### src/rtl/drs_pkg.sv
package drs_pkg;
  typedef enum logic [2:0] {
    PH_RD_SIG = 3'd0,
    PH_RD_RST = 3'd1,
    PH_RD_TX  = 3'd2,
    PH_SH_RST = 3'd3,
    PH_SH_TX  = 3'd4,
    PH_IDLE   = 3'd5
  } phase_e;
endpackage

### src/rtl/drs_frame_ctrl.sv
module drs_frame_ctrl #(
  parameter int N_ROWS = 240,
  parameter int PW_MAX = 4,
  localparam int ROW_W = $clog2(N_ROWS),
  localparam int PW_W  = $clog2(PW_MAX + 1)
) (
  input  logic             clk_i,
  input  logic             rst_ni,
  input  logic             start_i,
  input  logic [ROW_W-1:0] interval_i,
  input  logic [PW_W-1:0]  pulse_w_i,
  input  logic             slot_end_i,
  input  logic             last_row_i,
  output logic             busy_o,
  output logic             start_o,
  output logic [ROW_W-1:0] iv_load_o,
  output logic [ROW_W-1:0] iv_o,
  output logic [PW_W-1:0]  pw_o,
  output logic             frame_done_o
);
  logic             busy_q, done_q;
  logic [ROW_W-1:0] iv_q;
  logic [PW_W-1:0]  pw_q, pw_c;

  assign start_o = start_i && !busy_q;

  always_comb begin
    if (interval_i == '0)                       iv_load_o = ROW_W'(1);
    else if (interval_i > ROW_W'(N_ROWS - 1))   iv_load_o = ROW_W'(N_ROWS - 1);
    else                                        iv_load_o = interval_i;
    if (pulse_w_i == '0)                        pw_c = PW_W'(1);
    else if (pulse_w_i > PW_W'(PW_MAX))         pw_c = PW_W'(PW_MAX);
    else                                        pw_c = pulse_w_i;
  end

  always_ff @(posedge clk_i or negedge rst_ni) begin
    if (!rst_ni) begin
      busy_q <= 1'b0;
      done_q <= 1'b0;
      iv_q   <= ROW_W'(1);
      pw_q   <= PW_W'(1);
    end else begin
      done_q <= busy_q && slot_end_i && last_row_i;
      if (start_o) begin
        busy_q <= 1'b1;
        iv_q   <= iv_load_o;
        pw_q   <= pw_c;
      end else if (busy_q && slot_end_i && last_row_i) begin
        busy_q <= 1'b0;
      end
    end
  end

  assign busy_o       = busy_q;
  assign iv_o         = iv_q;
  assign pw_o         = pw_q;
  assign frame_done_o = done_q;


  cfg_hold_chk: assert property (@(posedge clk_i) disable iff (!rst_ni)
    busy_q |=> ($stable(iv_q) && $stable(pw_q)));

  cfg_range_chk: assert property (@(posedge clk_i) disable iff (!rst_ni)
    busy_q |-> (iv_q != '0 && iv_q <= ROW_W'(N_ROWS - 1) && pw_q != '0 && pw_q <= PW_W'(PW_MAX)));

  done_idle_chk: assert property (@(posedge clk_i) disable iff (!rst_ni)
    done_q |-> !busy_q);
endmodule

### src/rtl/drs_slot_timer.sv
module drs_slot_timer
  import drs_pkg::*;
#(
  parameter int PW_MAX = 4,
  localparam int PW_W      = $clog2(PW_MAX + 1),
  localparam int SLOT_CLKS = 5 * (PW_MAX + 1),
  localparam int T_W       = $clog2(SLOT_CLKS)
) (
  input  logic            clk_i,
  input  logic            rst_ni,
  input  logic            start_i,
  input  logic            busy_i,
  input  logic [PW_W-1:0] pw_i,
  output phase_e          ph_o,
  output logic [PW_W-1:0] cyc_o,
  output logic            slot_end_o
);
  logic [T_W-1:0]  t_q;
  logic [PW_W-1:0] cyc_q;
  phase_e          ph_q;

  assign slot_end_o = (t_q == T_W'(SLOT_CLKS - 1));

  always_ff @(posedge clk_i or negedge rst_ni) begin
    if (!rst_ni) begin
      t_q   <= '0;
      cyc_q <= '0;
      ph_q  <= PH_RD_SIG;
    end else if (start_i || (busy_i && slot_end_o)) begin
      t_q   <= '0;
      cyc_q <= '0;
      ph_q  <= PH_RD_SIG;
    end else if (busy_i) begin
      t_q <= t_q + T_W'(1);
      if (ph_q != PH_IDLE) begin
        if (cyc_q == pw_i) begin
          cyc_q <= '0;
          ph_q  <= phase_e'(ph_q + 3'd1);
        end else begin
          cyc_q <= cyc_q + PW_W'(1);
        end
      end
    end
  end

  assign ph_o  = ph_q;
  assign cyc_o = cyc_q;


  phase_order_chk: assert property (@(posedge clk_i) disable iff (!rst_ni)
    (busy_i && !slot_end_o) |=> (ph_q >= $past(ph_q)));

  gap_len_chk: assert property (@(posedge clk_i) disable iff (!rst_ni)
    (busy_i && ph_q != PH_IDLE) |-> (cyc_q <= pw_i));
endmodule

### src/rtl/drs_row_pointer.sv
module drs_row_pointer #(
  parameter int N_ROWS = 240,
  localparam int ROW_W = $clog2(N_ROWS)
) (
  input  logic             clk_i,
  input  logic             rst_ni,
  input  logic             start_i,
  input  logic             busy_i,
  input  logic             slot_end_i,
  input  logic [ROW_W-1:0] iv_load_i,
  input  logic [ROW_W-1:0] iv_i,
  output logic [ROW_W-1:0] rd_row_o,
  output logic [ROW_W-1:0] sh_row_o,
  output logic             last_row_o
);
  logic [ROW_W-1:0] rd_q, sh_q;

  function automatic logic [ROW_W-1:0] wrap_inc(input logic [ROW_W-1:0] v);
    return (v == ROW_W'(N_ROWS - 1)) ? '0 : v + ROW_W'(1);
  endfunction

  always_ff @(posedge clk_i or negedge rst_ni) begin
    if (!rst_ni) begin
      rd_q <= '0;
      sh_q <= '0;
    end else if (start_i) begin
      rd_q <= '0;
      sh_q <= ROW_W'(N_ROWS) - iv_load_i;
    end else if (busy_i && slot_end_i) begin
      rd_q <= wrap_inc(rd_q);
      sh_q <= wrap_inc(sh_q);
    end
  end

  assign rd_row_o   = rd_q;
  assign sh_row_o   = sh_q;
  assign last_row_o = (rd_q == ROW_W'(N_ROWS - 1));

  logic [ROW_W:0] gap_sum;
  assign gap_sum = {1'b0, sh_q} + {1'b0, iv_i};


  ptr_gap_chk: assert property (@(posedge clk_i) disable iff (!rst_ni)
    busy_i |-> (((gap_sum >= (ROW_W+1)'(N_ROWS)) ? gap_sum - (ROW_W+1)'(N_ROWS) : gap_sum)
                == {1'b0, rd_q}));

  ptr_range_chk: assert property (@(posedge clk_i) disable iff (!rst_ni)
    busy_i |-> (rd_q < ROW_W'(N_ROWS) && sh_q < ROW_W'(N_ROWS)));
endmodule

### src/rtl/drs_row_driver.sv
module drs_row_driver
  import drs_pkg::*;
#(
  parameter int N_ROWS = 240,
  parameter int PW_MAX = 4,
  localparam int ROW_W = $clog2(N_ROWS),
  localparam int PW_W  = $clog2(PW_MAX + 1)
) (
  input  logic              clk_i,
  input  logic              rst_ni,
  input  logic              busy_i,
  input  phase_e            ph_i,
  input  logic [PW_W-1:0]   cyc_i,
  input  logic [PW_W-1:0]   pw_i,
  input  logic [ROW_W-1:0]  rd_row_i,
  input  logic [ROW_W-1:0]  sh_row_i,
  output logic [N_ROWS-1:0] rst_o,
  output logic [N_ROWS-1:0] tx_o,
  output logic [N_ROWS-1:0] sel_o,
  output logic              smp_short_o,
  output logic              smp_reset_o,
  output logic              smp_long_o
);
  logic in_pulse, sel_win, smp_pt;
  logic rd_rst, rd_tx, sh_rst, sh_tx;
  logic [N_ROWS-1:0] rst_d, tx_d, sel_d;

  assign in_pulse = busy_i && (ph_i != PH_IDLE) && (cyc_i != pw_i);
  assign sel_win  = busy_i && ((ph_i == PH_RD_SIG) || (ph_i == PH_RD_RST) ||
                               ((ph_i == PH_RD_TX) && (cyc_i != pw_i)));
  assign smp_pt   = busy_i && (cyc_i == pw_i - PW_W'(1));
  assign rd_rst   = in_pulse && (ph_i == PH_RD_RST);
  assign rd_tx    = in_pulse && (ph_i == PH_RD_TX);
  assign sh_rst   = in_pulse && (ph_i == PH_SH_RST);
  assign sh_tx    = in_pulse && (ph_i == PH_SH_TX);

  for (genvar r = 0; r < N_ROWS; r++) begin : g_row
    localparam logic [ROW_W-1:0] RIDX = ROW_W'(r);
    logic is_rd, is_sh;
    assign is_rd    = (rd_row_i == RIDX);
    assign is_sh    = (sh_row_i == RIDX);
    assign rst_d[r] = (is_rd && rd_rst) || (is_sh && sh_rst);
    assign tx_d[r]  = (is_rd && rd_tx)  || (is_sh && sh_tx);
    assign sel_d[r] = is_rd && sel_win;
  end

  always_ff @(posedge clk_i or negedge rst_ni) begin
    if (!rst_ni) begin
      rst_o       <= '0;
      tx_o        <= '0;
      sel_o       <= '0;
      smp_short_o <= 1'b0;
      smp_reset_o <= 1'b0;
      smp_long_o  <= 1'b0;
    end else begin
      rst_o       <= rst_d;
      tx_o        <= tx_d;
      sel_o       <= sel_d;
      smp_short_o <= smp_pt && (ph_i == PH_RD_SIG);
      smp_reset_o <= smp_pt && (ph_i == PH_RD_RST);
      smp_long_o  <= smp_pt && (ph_i == PH_RD_TX);
    end
  end


  line_onehot_chk: assert property (@(posedge clk_i) disable iff (!rst_ni)
    ($onehot0(rst_o) && $onehot0(tx_o) && $onehot0(sel_o)));

  rst_tx_excl_chk: assert property (@(posedge clk_i) disable iff (!rst_ni)
    !((|rst_o) && (|tx_o)));

  smp_in_sel_chk: assert property (@(posedge clk_i) disable iff (!rst_ni)
    (smp_short_o || smp_reset_o || smp_long_o) |-> (|sel_o));

  smp_single_chk: assert property (@(posedge clk_i) disable iff (!rst_ni)
    $onehot0({smp_short_o, smp_reset_o, smp_long_o}));

  smp_short_len_chk: assert property (@(posedge clk_i) disable iff (!rst_ni)
    smp_short_o |=> !smp_short_o);
endmodule

### src/rtl/drs_row_seq.sv
module drs_row_seq
  import drs_pkg::*;
#(
  parameter int N_ROWS = 240,
  parameter int PW_MAX = 4,
  localparam int ROW_W = $clog2(N_ROWS),
  localparam int PW_W  = $clog2(PW_MAX + 1)
) (
  input  logic              clk_i,
  input  logic              rst_ni,
  input  logic              frame_start_i,
  input  logic [ROW_W-1:0]  interval_i,
  input  logic [PW_W-1:0]   pulse_w_i,
  output logic [N_ROWS-1:0] row_rst_o,
  output logic [N_ROWS-1:0] row_tx_o,
  output logic [N_ROWS-1:0] row_sel_o,
  output logic              smp_short_o,
  output logic              smp_reset_o,
  output logic              smp_long_o,
  output logic              frame_done_o
);
  logic             busy, start, slot_end, last_row;
  logic [ROW_W-1:0] iv_load, iv, rd_row, sh_row;
  logic [PW_W-1:0]  pw, cyc;
  phase_e           ph;

  drs_frame_ctrl #(.N_ROWS(N_ROWS), .PW_MAX(PW_MAX)) u_ctrl (
    .clk_i, .rst_ni,
    .start_i     (frame_start_i),
    .interval_i,
    .pulse_w_i,
    .slot_end_i  (slot_end),
    .last_row_i  (last_row),
    .busy_o      (busy),
    .start_o     (start),
    .iv_load_o   (iv_load),
    .iv_o        (iv),
    .pw_o        (pw),
    .frame_done_o
  );

  drs_slot_timer #(.PW_MAX(PW_MAX)) u_timer (
    .clk_i, .rst_ni,
    .start_i    (start),
    .busy_i     (busy),
    .pw_i       (pw),
    .ph_o       (ph),
    .cyc_o      (cyc),
    .slot_end_o (slot_end)
  );

  drs_row_pointer #(.N_ROWS(N_ROWS)) u_ptr (
    .clk_i, .rst_ni,
    .start_i    (start),
    .busy_i     (busy),
    .slot_end_i (slot_end),
    .iv_load_i  (iv_load),
    .iv_i       (iv),
    .rd_row_o   (rd_row),
    .sh_row_o   (sh_row),
    .last_row_o (last_row)
  );

  drs_row_driver #(.N_ROWS(N_ROWS), .PW_MAX(PW_MAX)) u_drv (
    .clk_i, .rst_ni,
    .busy_i    (busy),
    .ph_i      (ph),
    .cyc_i     (cyc),
    .pw_i      (pw),
    .rd_row_i  (rd_row),
    .sh_row_i  (sh_row),
    .rst_o     (row_rst_o),
    .tx_o      (row_tx_o),
    .sel_o     (row_sel_o),
    .smp_short_o,
    .smp_reset_o,
    .smp_long_o
  );


  done_pulse_chk: assert property (@(posedge clk_i) disable iff (!rst_ni)
    frame_done_o |=> !frame_done_o);

  idle_quiet_chk: assert property (@(posedge clk_i) disable iff (!rst_ni)
    (!busy && !frame_done_o) |=> (row_rst_o == '0 && row_tx_o == '0 && row_sel_o == '0));
endmodule

### config.mk
export PLATFORM = sky130hd
export DESIGN_NAME = drs_row_seq
export DESIGN_NICKNAME = d
export VERILOG_FILES = /design/src/rtl/drs_pkg.sv /design/src/rtl/drs_frame_ctrl.sv /design/src/rtl/drs_slot_timer.sv /design/src/rtl/drs_row_pointer.sv /design/src/rtl/drs_row_driver.sv /design/src/rtl/drs_row_seq.sv
export SDC_FILE = /design/constraint.sdc
export NUM_CORES = 1
export LEC_CHECK = 0
export ABC_AREA = 1
export BUFFER_PORTS_ARGS = -buffer_cell sky130_fd_sc_hd__buf_2
export CAP_MARGIN = 20
export CORE_UTILIZATION = 25
export CTS_CLUSTER_DIAMETER = 200
export DETAILED_ROUTE_END_ITERATION = 7
export SETUP_SLACK_MARGIN = 0.4
export SYNTH_ARGS = -nofsm -noshare
export SYNTH_HDL_FRONTEND = slang
export SYNTH_HIERARCHICAL = 1
export SYNTH_SLANG_ARGS = --single-unit
### constraint.sdc
create_clock -name clk_i -period 4.75 [get_ports clk_i]
set_input_delay 0.2375 -clock clk_i [delete_from_list [all_inputs] [get_ports clk_i]]
set_output_delay 0.2375 -clock clk_i [all_outputs]
set_load 0.05 [all_outputs]
Word-level counts from Yosys, hierarchy flattened
Cells that the tools add are included.

cells by class
  equality and inequality tests = 487
  reductions and logical operators = 1711
  muxes and demuxes = 22
  add/subtract/negate cells = 7
  $lt $le $gt $ge = 2

operator list
  operator                                                               number
  8-bit equality test, second input constant                             224
  1-bit logical AND                                                      1215
  8-bit by 7-bit equality test with 1-bit output, second input constant  128
  8-bit by 6-bit equality test with 1-bit output, second input constant  64
  1-bit logical OR                                                       483
  8-bit by 5-bit equality test with 1-bit output, second input constant  32
  8-bit by 4-bit equality test with 1-bit output, second input constant  16
  8-bit by 3-bit equality test with 1-bit output, second input constant  8
  8-bit two-way mux                                                      8
  8-bit by 2-bit equality test with 1-bit output, second input constant  4
  3-bit two-way mux                                                      10
  8-bit logical NOT                                                      3
  8-bit by 1-bit adder with 8-bit output, second input constant          2
  8-bit by 1-bit equality test with 1-bit output, second input constant  2
  5-bit two-way mux                                                      2
  2-bit nonzero test                                                     5
  8-bit greater-than comparator, second input constant                   1
  8-bit subtractor, first input constant                                 1
  3-bit by 1-bit adder with 3-bit output, second input constant          2
  3-bit by 2-bit equality test with 1-bit output, second input constant  2
  3-bit equality test                                                    2
  3-bit logical NOT                                                      2
  5-bit by 1-bit adder with 5-bit output, second input constant          1
  5-bit equality test, second input constant                             1
  10 further kinds                                                       11

word-level totals
  register bits after elaboration = 755
  bits of input ports = 14
  output and inout bits = 724
  word-level logic and storage cells = 2243

Depth between registers and ports, before layout
  depth in word-level cells = 6
  mapped depth = 14
  gate-level depth less buffers = 14

Modules after synthesis
Netlist, hierarchy kept.

by module, submodules not included
  module           area each (um^2)  instances  cells each
  drs_row_driver   29450.7           1          3139
  drs_row_pointer  1164.9            1          162
  drs_slot_timer   719.4             1          88
  drs_frame_ctrl   605.6             1          75

Worst setup path before layout
No wires, ideal clock.

  kind = register -> register
  from = register u_ctrl.pw_q[0], in the netlist u_ctrl/pw_o[0]
  to = register u_drv.rst_o[25]
  buffers on the path = 3
  slack = 3070 ps
  setup time = 76 ps
  stages on the path, launching flop included = 10
  required time = 4674 ps
  arrival = 1604 ps
  cells stage by stage = dfstp_2 > inv_1 > nand2_1 > nand2_1 > nand3_1 > buf_4 > buf_2 > clkbuf_1 > nand4_1 > o21ai_1

between the ends
  longest elaborated chain between the ends = 5
  elaborated cells between the ends (all ways) = 7
  classes of those cells = 1 x eq/ne; 6 x reduce/logical

RTL lines
  element                                      line                                        source
  from (decl)                                  drs_frame_ctrl.sv:23                        logic [PW_W-1:0] pw_q, pw_c;
  from (signal assigned)                       drs_frame_ctrl.sv:47                        pw_q <= pw_c;
  3-bit inequality test *                      drs_row_driver.sv:28                        assign in_pulse = busy_i && (ph_i != PH_IDLE) && (cyc_i != pw_i);
  1-bit logical AND *                          drs_row_driver.sv:28
  1-bit logical AND, on equally long branches  drs_row_driver.sv:32, drs_row_driver.sv:34
  1-bit logical AND                            drs_row_driver.sv:42                        assign rst_d[r] = (is_rd && rd_rst) || (is_sh && sh_rst);
  1-bit logical OR *                           drs_row_driver.sv:42
  net u_drv.rst_d[25]                          drs_row_driver.sv:26                        logic [N_ROWS-1:0] rst_d, tx_d, sel_d;
  to (signal assigned)                         drs_row_driver.sv:56                        rst_o <= rst_d;
  to (decl)                                    drs_row_driver.sv:17                        output logic [N_ROWS-1:0] rst_o,

Mark *: on every way through the listed nets, which the timed path passes. The rest lies on a longest branch.
A chain may end at the register's enable or synchronous reset.

Final worst setup path
  from = register u_ctrl.busy_q, in the netlist u_ctrl/busy_o
  to = register u_drv.tx_o[185]

between the ends
  longest elaborated chain between the ends = 5
  elaborated cells between the ends (all ways) = 7
  classes of those cells = 7 x reduce/logical

RTL lines
  element                                      line                                        source
  from (decl)                                  drs_frame_ctrl.sv:21                        logic busy_q, done_q;
  from (signal assigned)                       drs_frame_ctrl.sv:38                        busy_q <= 1'b0;
  from (signal assigned)                       drs_frame_ctrl.sv:45                        busy_q <= 1'b1;
  from (signal assigned)                       drs_frame_ctrl.sv:49                        busy_q <= 1'b0;
  1-bit logical AND * (2 in series)            drs_row_driver.sv:28
  1-bit logical AND, on equally long branches  drs_row_driver.sv:33, drs_row_driver.sv:35
  1-bit logical AND                            drs_row_driver.sv:43                        assign tx_d[r] = (is_rd && rd_tx) || (is_sh && sh_tx);
  1-bit logical OR *                           drs_row_driver.sv:43
  net u_drv.tx_d[185]                          drs_row_driver.sv:26
  to (signal assigned)                         drs_row_driver.sv:57                        tx_o <= tx_d;
  to (decl)                                    drs_row_driver.sv:18                        output logic [N_ROWS-1:0] tx_o,

Marks and branches as above.

==> run_results.csv <==
group,metric,value,unit
cts,cts.repair.resized,0,
cts,h-tree-depth,3,
routing,drt_wl_total,149,mm
hold_path,hp-class,"input pin to async pin",
timing,slew_headroom,14.3,%
timing,tightest_slew,1.29,ns
die,start_util,25.2,%
global_route,track_usage,22.3,%
yosys,ys_warn_count,6,
power_and_ir_drop,powerDensity,476,nW/um^2
timing,final.period_utilization,67.8,%
timing,fmax,311,MHz
timing,drv_slew,0,
cells_and_area,n_fill_cell,12959,
power_and_ir_drop,fin_total_pwr,18.9,mW
setup_path,crit_type,"flip-flop to flip-flop",
placed_design,dp_hpwl,94.6,mm
outcome,status,"complete, no violations",
setup_path,worst-path-max-fanout,204,
cts,clock_path_buffers,3,
timing,setup_violations,0,
cts,clkSinkCount,755,
routing,drc,0,
cells_and_area,utilization,31.6,%
cts,cts_root_buffer,"clkbuf_16",
global_route,grt_max_degree,212,
placed_design,portBuffers,737,
cells_and_area,fin_cells,5745,
global_route,grt_pass1_wl,203,mm
setup_path,startpoint_type,"flip-flop",
power_and_ir_drop,p_leak,19.5,nW
yosys,syn_avg_cell_area,9.21,sq um
yosys,syn_inst,3438,
power_and_ir_drop,peakVddDrop,381,uV
routing,viasPerCell,5.15,
die,fp-row-count,130,
routing,ant_nets,0,
timing,hold_violations,0,
routing,vias,29572,
cells_and_area,ff_latch_area,18900,sq um
cells_and_area,fin_nets,4047,
die,die_h,358,um
die,core_area,126000,sq um
yosys,syn_nets,3461,
setup_path,ff2ff_path_depth,6,
global_route,grt_pass1_vias,28071,
die,dieArea,128000,sq um
cells_and_area,areaGrowthSynthToFinish,25.4,%
placed_design,place_inst,5578,
cts,cts_tree,"yes",
setup_path,cp.required,5.36,ns
die,ioPinCount,738,
global_route,antenna_found_initial,10,
routing,avgRoutedWirePerCell,25.9,um
timing,hold_slack,0.182,ns
routing,drtIter0Drc,3666,
cells_and_area,multi_input_area,10100,sq um
global_route,overflow,0,
placed_design,gp_congestion,0.850,
job,drv_cap,0,
yosys,synthesis.area,31700,sq um
setup_path,critPathCaptureType,"flip-flop",
setup_path,critPathArrivalTime,3.83,ns
timing,final.setup.tns,0,ns
die,die_w,358,um
routing,first_pass_iters,7,
timing,finalCriticalPeriod,3.22,ns
cells_and_area,drive_gt1_share,24.7,%
cts,path_clk_slew,0.06,ns
cts,clk_latency,0.70,ns
timing,rsz0062_at_grt,"no",
timing,finClkSkew,0.0216,ns
cts,cts_buffers,82,
metrics by stage:
step	instance area, sq um	setup WS, ns
3_3_place_gp	36700	1.91
6_report	39700	1.53
5_1_grt	39700	1.45
2_1_floorplan	31700	3.07
4_1_cts	39700	1.79
3_5_place_dp	36700	1.84
power by group:
group	total [mW]	switching (mW)	internal, mW
Sequential	6.78	0.207	6.57
Clock	6.77	2.83	3.93
Combinational	5.36	4.59	0.771
Total	18.9	7.63	11.3
repair_timing:
action,4_1_cts,5_1_grt
hold buffers,12,0
buffers inserted,0,0
hold endpoints to repair,77,0
per-layer routing:
layer  track usage, %  part of all wire [%]
met5                0                 0.035
met4             13.1                   5.7
met3             6.42                    10
met2             33.6                    45
met1             28.4                    39
placed cells by master, fill, tap and decap left out, drive strengths merged, types with 2 or more instances in the layout:
| cell | count |
|---|---|
| nor3 | 6 |
| bufinv | 9 |
| inv | 331 |
| clkinv | 17 |
| diode | 5 |
| clkinvlp | 6 |
| nand3 | 33 |
| o21bai | 3 |
| dfrtp | 754 |
| a21oi | 7 |
| xnor2 | 2 |
| xor2 | 8 |
| buf | 801 |
| ha | 9 |
| dlygate4sd3 | 12 |
| nand2 | 212 |
| clkbuf | 113 |
| nor2 | 780 |
| o21ai | 460 |
| nand4 | 519 |
cell type report:
cell class | instances | area share [%]
repair buffers | 813 | 11.5
clock buffers | 113 | 5.81
diodes | 5 | 0.0315
multi-input cells | 2046 | 25.4
inverters | 326 | 3.13
clock inverters | 37 | 1.31
flip-flops and latches | 755 | 47.6
well taps | 1650 | 5.20
state kept, by name (all words and copies together) (netlist names), 3 cells and up:
name            count
u_drv/sel_o       240
u_timer/ph_o        3
u_drv/tx_o        240
u_drv/rst_o       240
u_ctrl/pw_o         3
u_timer/cyc_o       3
u_timer/t_q         5
u_ptr/rd_row_o      8
u_ptr/sh_row_o      8
final timing paths:
kind | slack (ns) | start | to
setup / recovery | 1.53 | u_ctrl/busy_o | u_drv/tx_o[185]
hold / removal | 0.18 | rst_ni | u_drv/tx_o[160]
setup reg to reg | 1.53 | u_ctrl/busy_o | u_drv/tx_o[185]
hold reg to reg | 0.57 | u_timer/t_q[4] | u_timer/t_q[4]
max in group asynchronous | 3.22 | rst_ni | u_drv/tx_o[233]
min in group clk_i | 0.20 | interval_i[3] | u_ptr/sh_row_o[0]
critical path, cell delays in order, from the launching register on:
cell     delay, ns
dfrtp_1       0.61
nand2_1       0.22
inv_8         0.34
buf_12        0.46
buf_4         0.62
nand4_1       0.17
o21ai_0       0.16
(Power assumes the default switching activity.)
